[src/rtl/inline_upload_engine.sv]
module inline_upload_engine #(
  parameter int IDX_W    = 8,
  parameter int NUM_REGS = 127,
  parameter int OFF_W    = 32
) (
  input  logic             clk,
  input  logic             rst,
  input  logic             meth_valid,
  output logic             meth_ready,
  input  logic [IDX_W-1:0] meth_index,
  input  logic [31:0]      meth_value,
  output logic             wr_valid,
  input  logic             wr_ready,
  output logic [63:0]      wr_addr,
  output logic [31:0]      wr_data,
  output logic             err_flag
);
  localparam int WIN_LO = 'h60;
  localparam int WIN_HI = 'h6D;
  localparam int WIN_N  = WIN_HI - WIN_LO + 1;
  localparam int SEL_W  = $clog2(WIN_N);
  localparam logic [IDX_W-1:0] I_LIMIT = IDX_W'(NUM_REGS);
  localparam logic [IDX_W-1:0] I_LO    = IDX_W'(WIN_LO);
  localparam logic [IDX_W-1:0] I_HI    = IDX_W'(WIN_HI);
  localparam logic [IDX_W-1:0] I_EXEC  = IDX_W'('h6C);
  localparam logic [IDX_W-1:0] I_DATA  = IDX_W'('h6D);
  localparam int S_BHI = 'h62 - WIN_LO;
  localparam int S_BLO = 'h63 - WIN_LO;
  localparam int S_Z   = 'h69 - WIN_LO;
  localparam int S_X   = 'h6A - WIN_LO;
  localparam int S_Y   = 'h6B - WIN_LO;
  localparam int S_EX  = 'h6C - WIN_LO;

  logic [31:0]      win [WIN_N];
  logic [OFF_W-1:0] offset;
  logic             accept, in_win, bad_idx, upload_ok;
  logic [SEL_W-1:0] sel;
  logic [63:0]      base;

  assign meth_ready = !wr_valid || wr_ready;
  assign accept     = meth_valid && meth_ready;
  assign bad_idx    = meth_index >= I_LIMIT;
  assign in_win     = meth_index >= I_LO && meth_index <= I_HI;
  assign sel        = SEL_W'(meth_index - I_LO);
  assign base       = {win[S_BHI], win[S_BLO]};
  assign upload_ok  = win[S_EX][0] && win[S_Z] == '0 && win[S_X] == '0 && win[S_Y] == '0;

  always_ff @(posedge clk) begin
    if (rst) begin
      wr_valid <= 1'b0;
      wr_addr  <= '0;
      wr_data  <= '0;
      err_flag <= 1'b0;
      offset   <= '0;
      for (int i = 0; i < WIN_N; i++) win[i] <= '0;
    end else begin
      if (wr_valid && wr_ready) wr_valid <= 1'b0;
      if (accept) begin
        if (bad_idx) begin
          err_flag <= 1'b1;
        end else begin
          if (in_win) win[sel] <= meth_value;
          if (meth_index == I_EXEC) offset <= '0;
          if (meth_index == I_DATA) begin
            if (upload_ok) begin
              wr_valid <= 1'b1;
              wr_addr  <= base + (64'(offset) << 2);
              wr_data  <= meth_value;
              offset   <= offset + 1'b1;
            end else begin
              err_flag <= 1'b1;
            end
          end
        end
      end
    end
  end
endmodule

[config.mk]
export PLATFORM = sky130hd
export DESIGN_NAME = inline_upload_engine
export DESIGN_NICKNAME = d
export VERILOG_FILES = /design/src/rtl/inline_upload_engine.sv
export SDC_FILE = /design/constraint.sdc
export NUM_CORES = 1
export LEC_CHECK = 0
export BUFFER_PORTS_ARGS = -buffer_cell sky130_fd_sc_hd__clkbuf_2
export CAP_MARGIN = 10
export CORE_UTILIZATION = 50
export CTS_CLUSTER_SIZE = 25
export DETAILED_ROUTE_END_ITERATION = 10
export GPL_TIMING_DRIVEN = 0
export PLACE_DENSITY = 0.76
export SYNTH_ARGS = -nofsm -noshare
export SYNTH_HDL_FRONTEND = slang
export SYNTH_SLANG_ARGS = --single-unit
[constraint.sdc]
create_clock -name clk -period 3.08 [get_ports clk]
set_input_delay 0.924 -clock clk [delete_from_list [all_inputs] [get_ports clk]]
set_output_delay 0.924 -clock clk [all_outputs]
set_load 0.005 [all_outputs]
==> out/results.tsv, run 1 <==
stage	metric	value	unit
run	cap_violations	0	
timing	fmaxAchievable	328	MHz
floorplan	rows	60	
floorplan	coreArea	0.0268	mm^2
layout	final_cell_mix	181 x nand2_1, 162 x and2_1, 161 x edfxtp_1, 148 x clkbuf_2, 128 x dfxtp_1	
yosys	ys.warnings.count	0	
layout	postLayoutCoreUtil	0.610	
pwr	power.share.switching	0.224	
cts	htree_levels	1	
detailed_routing	ant_nets	0	
timing	period_share	0.989	
cts	clk_path_buf_depth	3	
layout	drive_gt1_frac	0.179	
pwr	comb_power_share	0.044	
worst_setup_path	cp-start-kind	flip-flop	
timing	relSlewSlack	0.324	
cts	cts_root_buf	clkbuf_16	
pwr	power_frac_seq	0.498	
placed_design	hpwl	27900	um
cts	path_clk_slew	0.06	ns
pwr	p_clk_frac	0.459	
placed_design	place_congestion	0.977	
layout	fill_cells	2220	
global_routing	grt.total_usage	0.274	
timing	fin_worst_skew	0.0332	ns
run_status	status	completed	
yosys	syn_nets	1440	
worst_setup_path	critical_path_buf_inv_count	4	
layout	layout_commonest_cell	nand2_1	
yosys	yosysUniqueCellTypes	64	
yosys	netlist_instances	1362	
yosys	synth_top_area_frac	0.355	
yosys	seq_area_frac_synth	0.546	
detailed_routing	routed_wl	39400	um
global_routing	antenna_found_initial	3	
timing	tightest_slew	1.01	ns
placed_design	portBuffers	142	
floorplan	ios	143	
cts	numCtsBuffers	30	
worst_setup_path	max_stage_delay	0.38	ns
timing	fin_crit	3.05	ns
yosys	synth_area_leaders	edfxtp_1 36%, dfxtp_1 19%, and2_1 7.4%, nand2_1 5.0%, a21oi_1 4.2%	
pwr	total_power	0.00862	W
cts	clkLatencyLatePin	0.58	ns
worst_setup_path	worstPathMaxFanout	7	
placed_design	postPlaceCellArea	0.0148	mm^2
yosys	synthArstFlopShare	0	
layout	area_growth	20.0	%
yosys	synth_top_area_cell	edfxtp_1	
pwr	p_switching	0.00193	W
worst_setup_path	crit_top_cell	buf_4	
yosys	synth_edf_count	161	
global_routing	first_global_vias	10300	
timing	fin_setup_tns	0	ns
detailed_routing	drcViolationCount	0	
worst_setup_path	critPathCaptureType	flip-flop	
yosys	syn-cell-area	0.0136	mm^2
timing	maxSlewViolCount	0	
worst_setup_path	crit_required	3.57	ns
timing	rsz0062_at_grt	true	
cts	clock_sink_count	291	
detailed_routing	drt_iter0_drc	1000	
detailed_routing	firstDrtPassIters	6	
detailed_routing	avgRoutedWirePerCell	20.5	um
pwr	peakVddDrop	0.000387	V
global_routing	grt_start_max_net_pins	33	
timing	setup_viol	0	
worst_setup_path	cp_slowest_cell	dfxtp_4	
layout	seq_area	0.00744	mm^2
detailed_routing	via_per_inst	5.83	
pwr	p_int	0.00669	W
floorplan	dieArea	0.0279	mm^2
yosys	synth-main-ff-cell	edfxtp_1	
floorplan	die-height	167	um
cts	hold_buffers	0	
layout	multi_input_area	0.00621	mm^2
layout	nets	1634	
global_routing	grt_pass1_wl	58400	um
pwr	powerDensity	527	mW/mm^2
timing	hold_violations	0	
cts	cts_tree	done	
floorplan	die_w	167	um
global_routing	grt-ovfl-total	0	
detailed_routing	vias	11200	
worst_setup_path	critPathTopFamily	compound AO/OA/AOI/OAI gates	
floorplan	start_util	0.508	
yosys	avgSynthCellArea	10.0	um^2
pwr	leakage	6.01	nW
min_path	hold_path_class	flip-flop to flip-flop	
yosys	synth_seq_cells	291	
worst_setup_path	path_cells	ha_1 > inv_1 > fa_2 > nor2b_4 > o31ai_4 > a21oi_4 > nor4_4 > buf_4 > o21bai_4 > a211oi_4 > buf_4 > buf_4 > nor4_2 > xnor2_1 > a211oi_1	
layout	finalInstanceArea	0.0163	mm^2
worst_setup_path	crit_type	flip-flop to flip-flop	
worst_setup_path	critPathArrivalTime	3.54	ns
-- layout make-up --
type / count / area share
flip-flops and latches: 291 / 0.455
multi-input cells: 993 / 0.380
repair buffers: 160 / 0.0517
clock buffers: 33 / 0.0466
well taps: 341 / 0.0261
clock inverters: 23 / 0.0194
plain buffers: 62 / 0.0168
inverters: 18 / 0.00413
diodes: 2 / 0.000306
-- final timing paths --
| check | endpoint | slack [ns] | cells past startpoint | from |
|---|---|---|---|---|
| worst max-delay path | wr_addr[54]$_SDFFE_PP0P_ | 0.03 | 15 | offset[0]$_SDFFE_PP0P_ |
| worst min-delay path | wr_addr[21]$_SDFFE_PP0P_ | 0.45 | 2 | wr_addr[21]$_SDFFE_PP0P_ |
| worst max register to register | wr_addr[54]$_SDFFE_PP0P_ | 0.03 | 15 | offset[0]$_SDFFE_PP0P_ |
| worst min register to register | wr_addr[21]$_SDFFE_PP0P_ | 0.45 | 2 | wr_addr[21]$_SDFFE_PP0P_ |
-- worst min-delay path: stages, from the launching register on --
cell	delay [ns]
dfxtp_1	0.30
nand2_1	0.05
a21oi_1	0.05
-- metrics by stage --
stage	std cells	hold slack (ns)	setup WS, ns
2_1_floorplan	1362	0.448	0.000331
3_3_place_gp	1845	0.439	-1.06
3_5_place_dp	1845	0.442	-1.10
4_1_cts	1905	0.450	-0.254
5_1_grt	1921	0.467	-0.0348
6_report	1923	0.447	0.0335
-- cell usage after synthesis, drive strengths merged, types with 31 or more instances --
master and count:
a21oi 115, nor4 53, xnor2 39, nand2 181, nand3 31, dfxtp 130, o21ai 34, a211oi 35
clkbuf 52, ha 33, and2 162, nor2 101, edfxtp 161
-- cell families after synthesis --
kind of cell	Yosys count	synth area share
compound gates	234	0.104
xor+xnor	65	0.0418
fa+ha+maj	34	0.0318
buf+inv	80	0.0237
flops	291	0.546
simple gates	658	0.252
-- state kept, by name, summed over array words and instances, names as in the netlist --
name,count
err_flag,1
offset,32
win,161
wr_addr,64
wr_data,32
wr_valid,1
-- routing by layer --
| layer | GRT usage | share of wire | vias up |
|---|---|---|---|
| li1 | - | - | 5264 |
| met4 | 0.102 | 0.033 | 2 |
| met3 | 0.0371 | 0.087 | 92 |
| met5 | 0 | 0.00028 | - |
| met1 | 0.374 | 0.42 | 5353 |
| met2 | 0.444 | 0.46 | 505 |
-- power by group through the flow --
stage	Clock [W]	Combinational (W)	Sequential (W)
6_report	0.00395	0.000375	0.00429
5_1_grt	0.00414	0.000398	0.00430
4_1_cts	0.00398	0.000352	0.00428
3_5_place_dp	0	0.000346	0.00436
3_3_place_gp	0	0.000345	0.00436
2_1_floorplan	0	0.000178	0.00433
-- what timing repair did --
item                                    CTS  global route
cloned                                    1             2
endpoints found under the setup margin  273           295
gates resized for setup                  26            51
pin swaps                                 3            10
setup buffers                             3            14
Power figures use the tool's default switching activity.
==> run 2, diff against run 1 <==
- GPL_TIMING_DRIVEN: 0 -> unset
==> out/results.tsv, run 2 (synthesis results as in run 1) <==
stage	metric	value	unit
cts	clkLatencyLatePin	0.56	ns
layout	largest_register_ffs	161	
global_routing	antenna_found_initial	1	
worst_setup_path	reg2reg_to	offset[30]$_SDFFE_PP0P_	
pwr	p_clk_frac	0.438	
layout	seq_area	0.00744	mm^2
timing	fin_crit	3.00	ns
timing	setup_viol	0	
worst_setup_path	reg2reg_depth	8	
floorplan	start_util	0.508	
cts	htree_levels	1	
worst_setup_path	crit_type	flip-flop to flip-flop	
placed_design	pre_cts_slack	-0.0849	ns
pwr	p_int	0.00647	W
placed_design	hpwl	26100	um
min_path	hold_path_class	flip-flop to flip-flop	
worst_setup_path	reg2reg_slack	0.08	ns
floorplan	rows	60	
detailed_routing	routed_wl	36500	um
worst_setup_path	path_cells	nor4_1 > nand4_1 > nor3_1 > and4_4 > and3_1 > nand2b_1 > or3_1 > a21oi_1	
min_path	min_from	wr_addr[28]$_SDFFE_PP0P_	
detailed_routing	via_per_inst	5.73	
worst_setup_path	worstPathMaxFanout	11	
floorplan	die_w	167	um
timing	fmaxAchievable	334	MHz
detailed_routing	avgRoutedWirePerCell	19.1	um
global_routing	grtUsageMet1	0.363	
layout	finalInstanceArea	0.0163	mm^2
timing	whs	0.447	ns
cts	numCtsBuffers	30	
timing	period_share	0.973	
worst_setup_path	cp-start-kind	flip-flop	
detailed_routing	drt_iter0_drc	1089	
global_routing	grt.total_usage	0.260	
pwr	p_switching	0.00185	W
layout	top_regs	win (161), wr_addr (64)	
timing	maxSlewViolCount	0	
pwr	power_frac_seq	0.515	
pwr	total_power	0.00832	W
timing	hold_violations	0	
worst_setup_path	crit-reg2reg-launch	win[11][25]$_SDFFCE_PN0P_	
cts	clock_sink_count	291	
placed_design	place_congestion	0.939	
floorplan	ios	143	
global_routing	first_global_vias	10300	
pwr	power.share.switching	0.223	
detailed_routing	ant_nets	0	
run	cap_violations	0	
global_routing	grt_util_met2	0.416	
detailed_routing	drcViolationCount	0	
worst_setup_path	critPathTopFamily	simple AND/OR/NAND/NOR gates	
layout	num_antenna_cells	0	
layout	area_growth	19.7	%
layout	multi_input_area	0.00597	mm^2
global_routing	grt_pass1_wl	56400	um
min_path	whs_path_depth	2	
global_routing	grt-ovfl-total	0	
layout	nets	1624	
placed_design	postPlaceCellArea	0.0152	mm^2
pwr	peakVddDrop	0.000460	V
global_routing	met3_usage	0.0390	
pwr	comb_power_share	0.047	
layout	layout_commonest_cell	nand2_1	
global_routing	busiest_layer	met2	
cts	hold_buffers	0	
timing	tightest_slew	0.722	ns
timing	relSlewSlack	0.519	
timing	finalWorstSetupSlack	0.0838	ns
pwr	leakage	6.07	nW
run_status	status	completed	
detailed_routing	firstDrtPassIters	6	
layout	final_cell_mix	181 x nand2_1, 162 x and2_1, 161 x edfxtp_1, 141 x clkbuf_2, 129 x dfxtp_1	
pwr	powerDensity	511	mW/mm^2
cts	path_clk_slew	0.06	ns
layout	top_register	win	
layout	fill_cells	2188	
global_routing	grt_start_max_net_pins	69	
cts	cts_root_buf	clkbuf_16	
detailed_routing	vias	10900	
cts	clk_path_buf_depth	3	
floorplan	dieArea	0.0279	mm^2
cts	cts_tree	done	
layout	drive_gt1_frac	0.191	
worst_setup_path	critical_path_buf_inv_count	0	
timing	fin_worst_skew	0.00882	ns
worst_setup_path	crit_required	3.57	ns
floorplan	coreArea	0.0268	mm^2
worst_setup_path	cp_slowest_cell	nor4_1	
worst_setup_path	critPathCaptureType	flip-flop	
placed_design	portBuffers	142	
min_path	worstHoldEndpoint	wr_addr[28]$_SDFFE_PP0P_	
worst_setup_path	max_stage_delay	0.60	ns
floorplan	die-height	167	um
worst_setup_path	critPathArrivalTime	3.49	ns
[run 2: cell count changes in the layout (fill, tap and decap cells not counted), moves of 3 or more]
cell	change
clkbuf_2	-7
or2_4	-5
buf_2	-3
nor4_1	+11
nor4_2	-6
or2_2	+3
buf_4	+42
bufinv_16	-4
clkbuf_1	-45
nor4_4	-5
buf_12	+11
[run 2: how the worst max path moves through the flow]
stage	from	endpoint	slack [ns]	cells after the start
CTS	offset[1]$_SDFFE_PP0P_	wr_addr[63]$_SDFFE_PP0P_	0.01	12
finish	win[11][25]$_SDFFCE_PN0P_	offset[30]$_SDFFE_PP0P_	0.08	8
global placement	meth_index[7]	wr_addr[7]$_SDFFE_PP0P_	-0.02	8
floorplan	meth_index[7]	win[2][0]$_SDFFCE_PN0P_	0.0003	5
detailed placement	meth_index[7]	wr_addr[7]$_SDFFE_PP0P_	-0.08	8
global route	win[11][15]$_SDFFCE_PN0P_	wr_addr[26]$_SDFFE_PP0P_	-0.02	7
[run 2: cell type report]
cell class,count,share of cell area
sequential,291,0.456
multi-input combinational,991,0.366
timing repair buffer,214,0.0858
clock buffer,38,0.0504
tap,341,0.0262
clock inverter,18,0.0108
inverter,18,0.00415
[run 2: through the flow]
stage               cells  TNS (ns)  utilization
floorplan            1362         0            -
global placement     1851    -0.138        0.566
CTS                  1907         0        0.604
global route         1911   -0.0619        0.608
finish               1911         0        0.608
detailed placement   1851     -3.34        0.566
[run 2: tightest hold or removal path, stage by stage (launching register included)]
cell and delay, ns:
dfxtp_1 0.31, nand2_1 0.05, a21oi_1 0.05
[run 2: layer usage]
layer,wire [um],share of wire
met1,16000,0.44
met2,16600,0.46
met3,2910,0.080
met4,940,0.026
met5,0,0
[run 2: repair_timing]
item	CTS	global route
gates cloned	0	0
endpoints found under the setup margin	8	34
gates resized for setup	2	20
hold endpoints to repair	0	0
setup buffers	0	5
pin swaps	0	9
[run 2: power groups by stage]
| stage | Combinational [W] | Sequential [W] | Clock (W) |
|---|---|---|---|
| floorplan | 0.000178 | 0.00433 | 0 |
| global placement | 0.000381 | 0.00436 | 0 |
| detailed placement | 0.000384 | 0.00436 | 0 |
| CTS | 0.000387 | 0.00428 | 0.00369 |
| global route | 0.000419 | 0.00429 | 0.00384 |
| finish | 0.000394 | 0.00428 | 0.00365 |
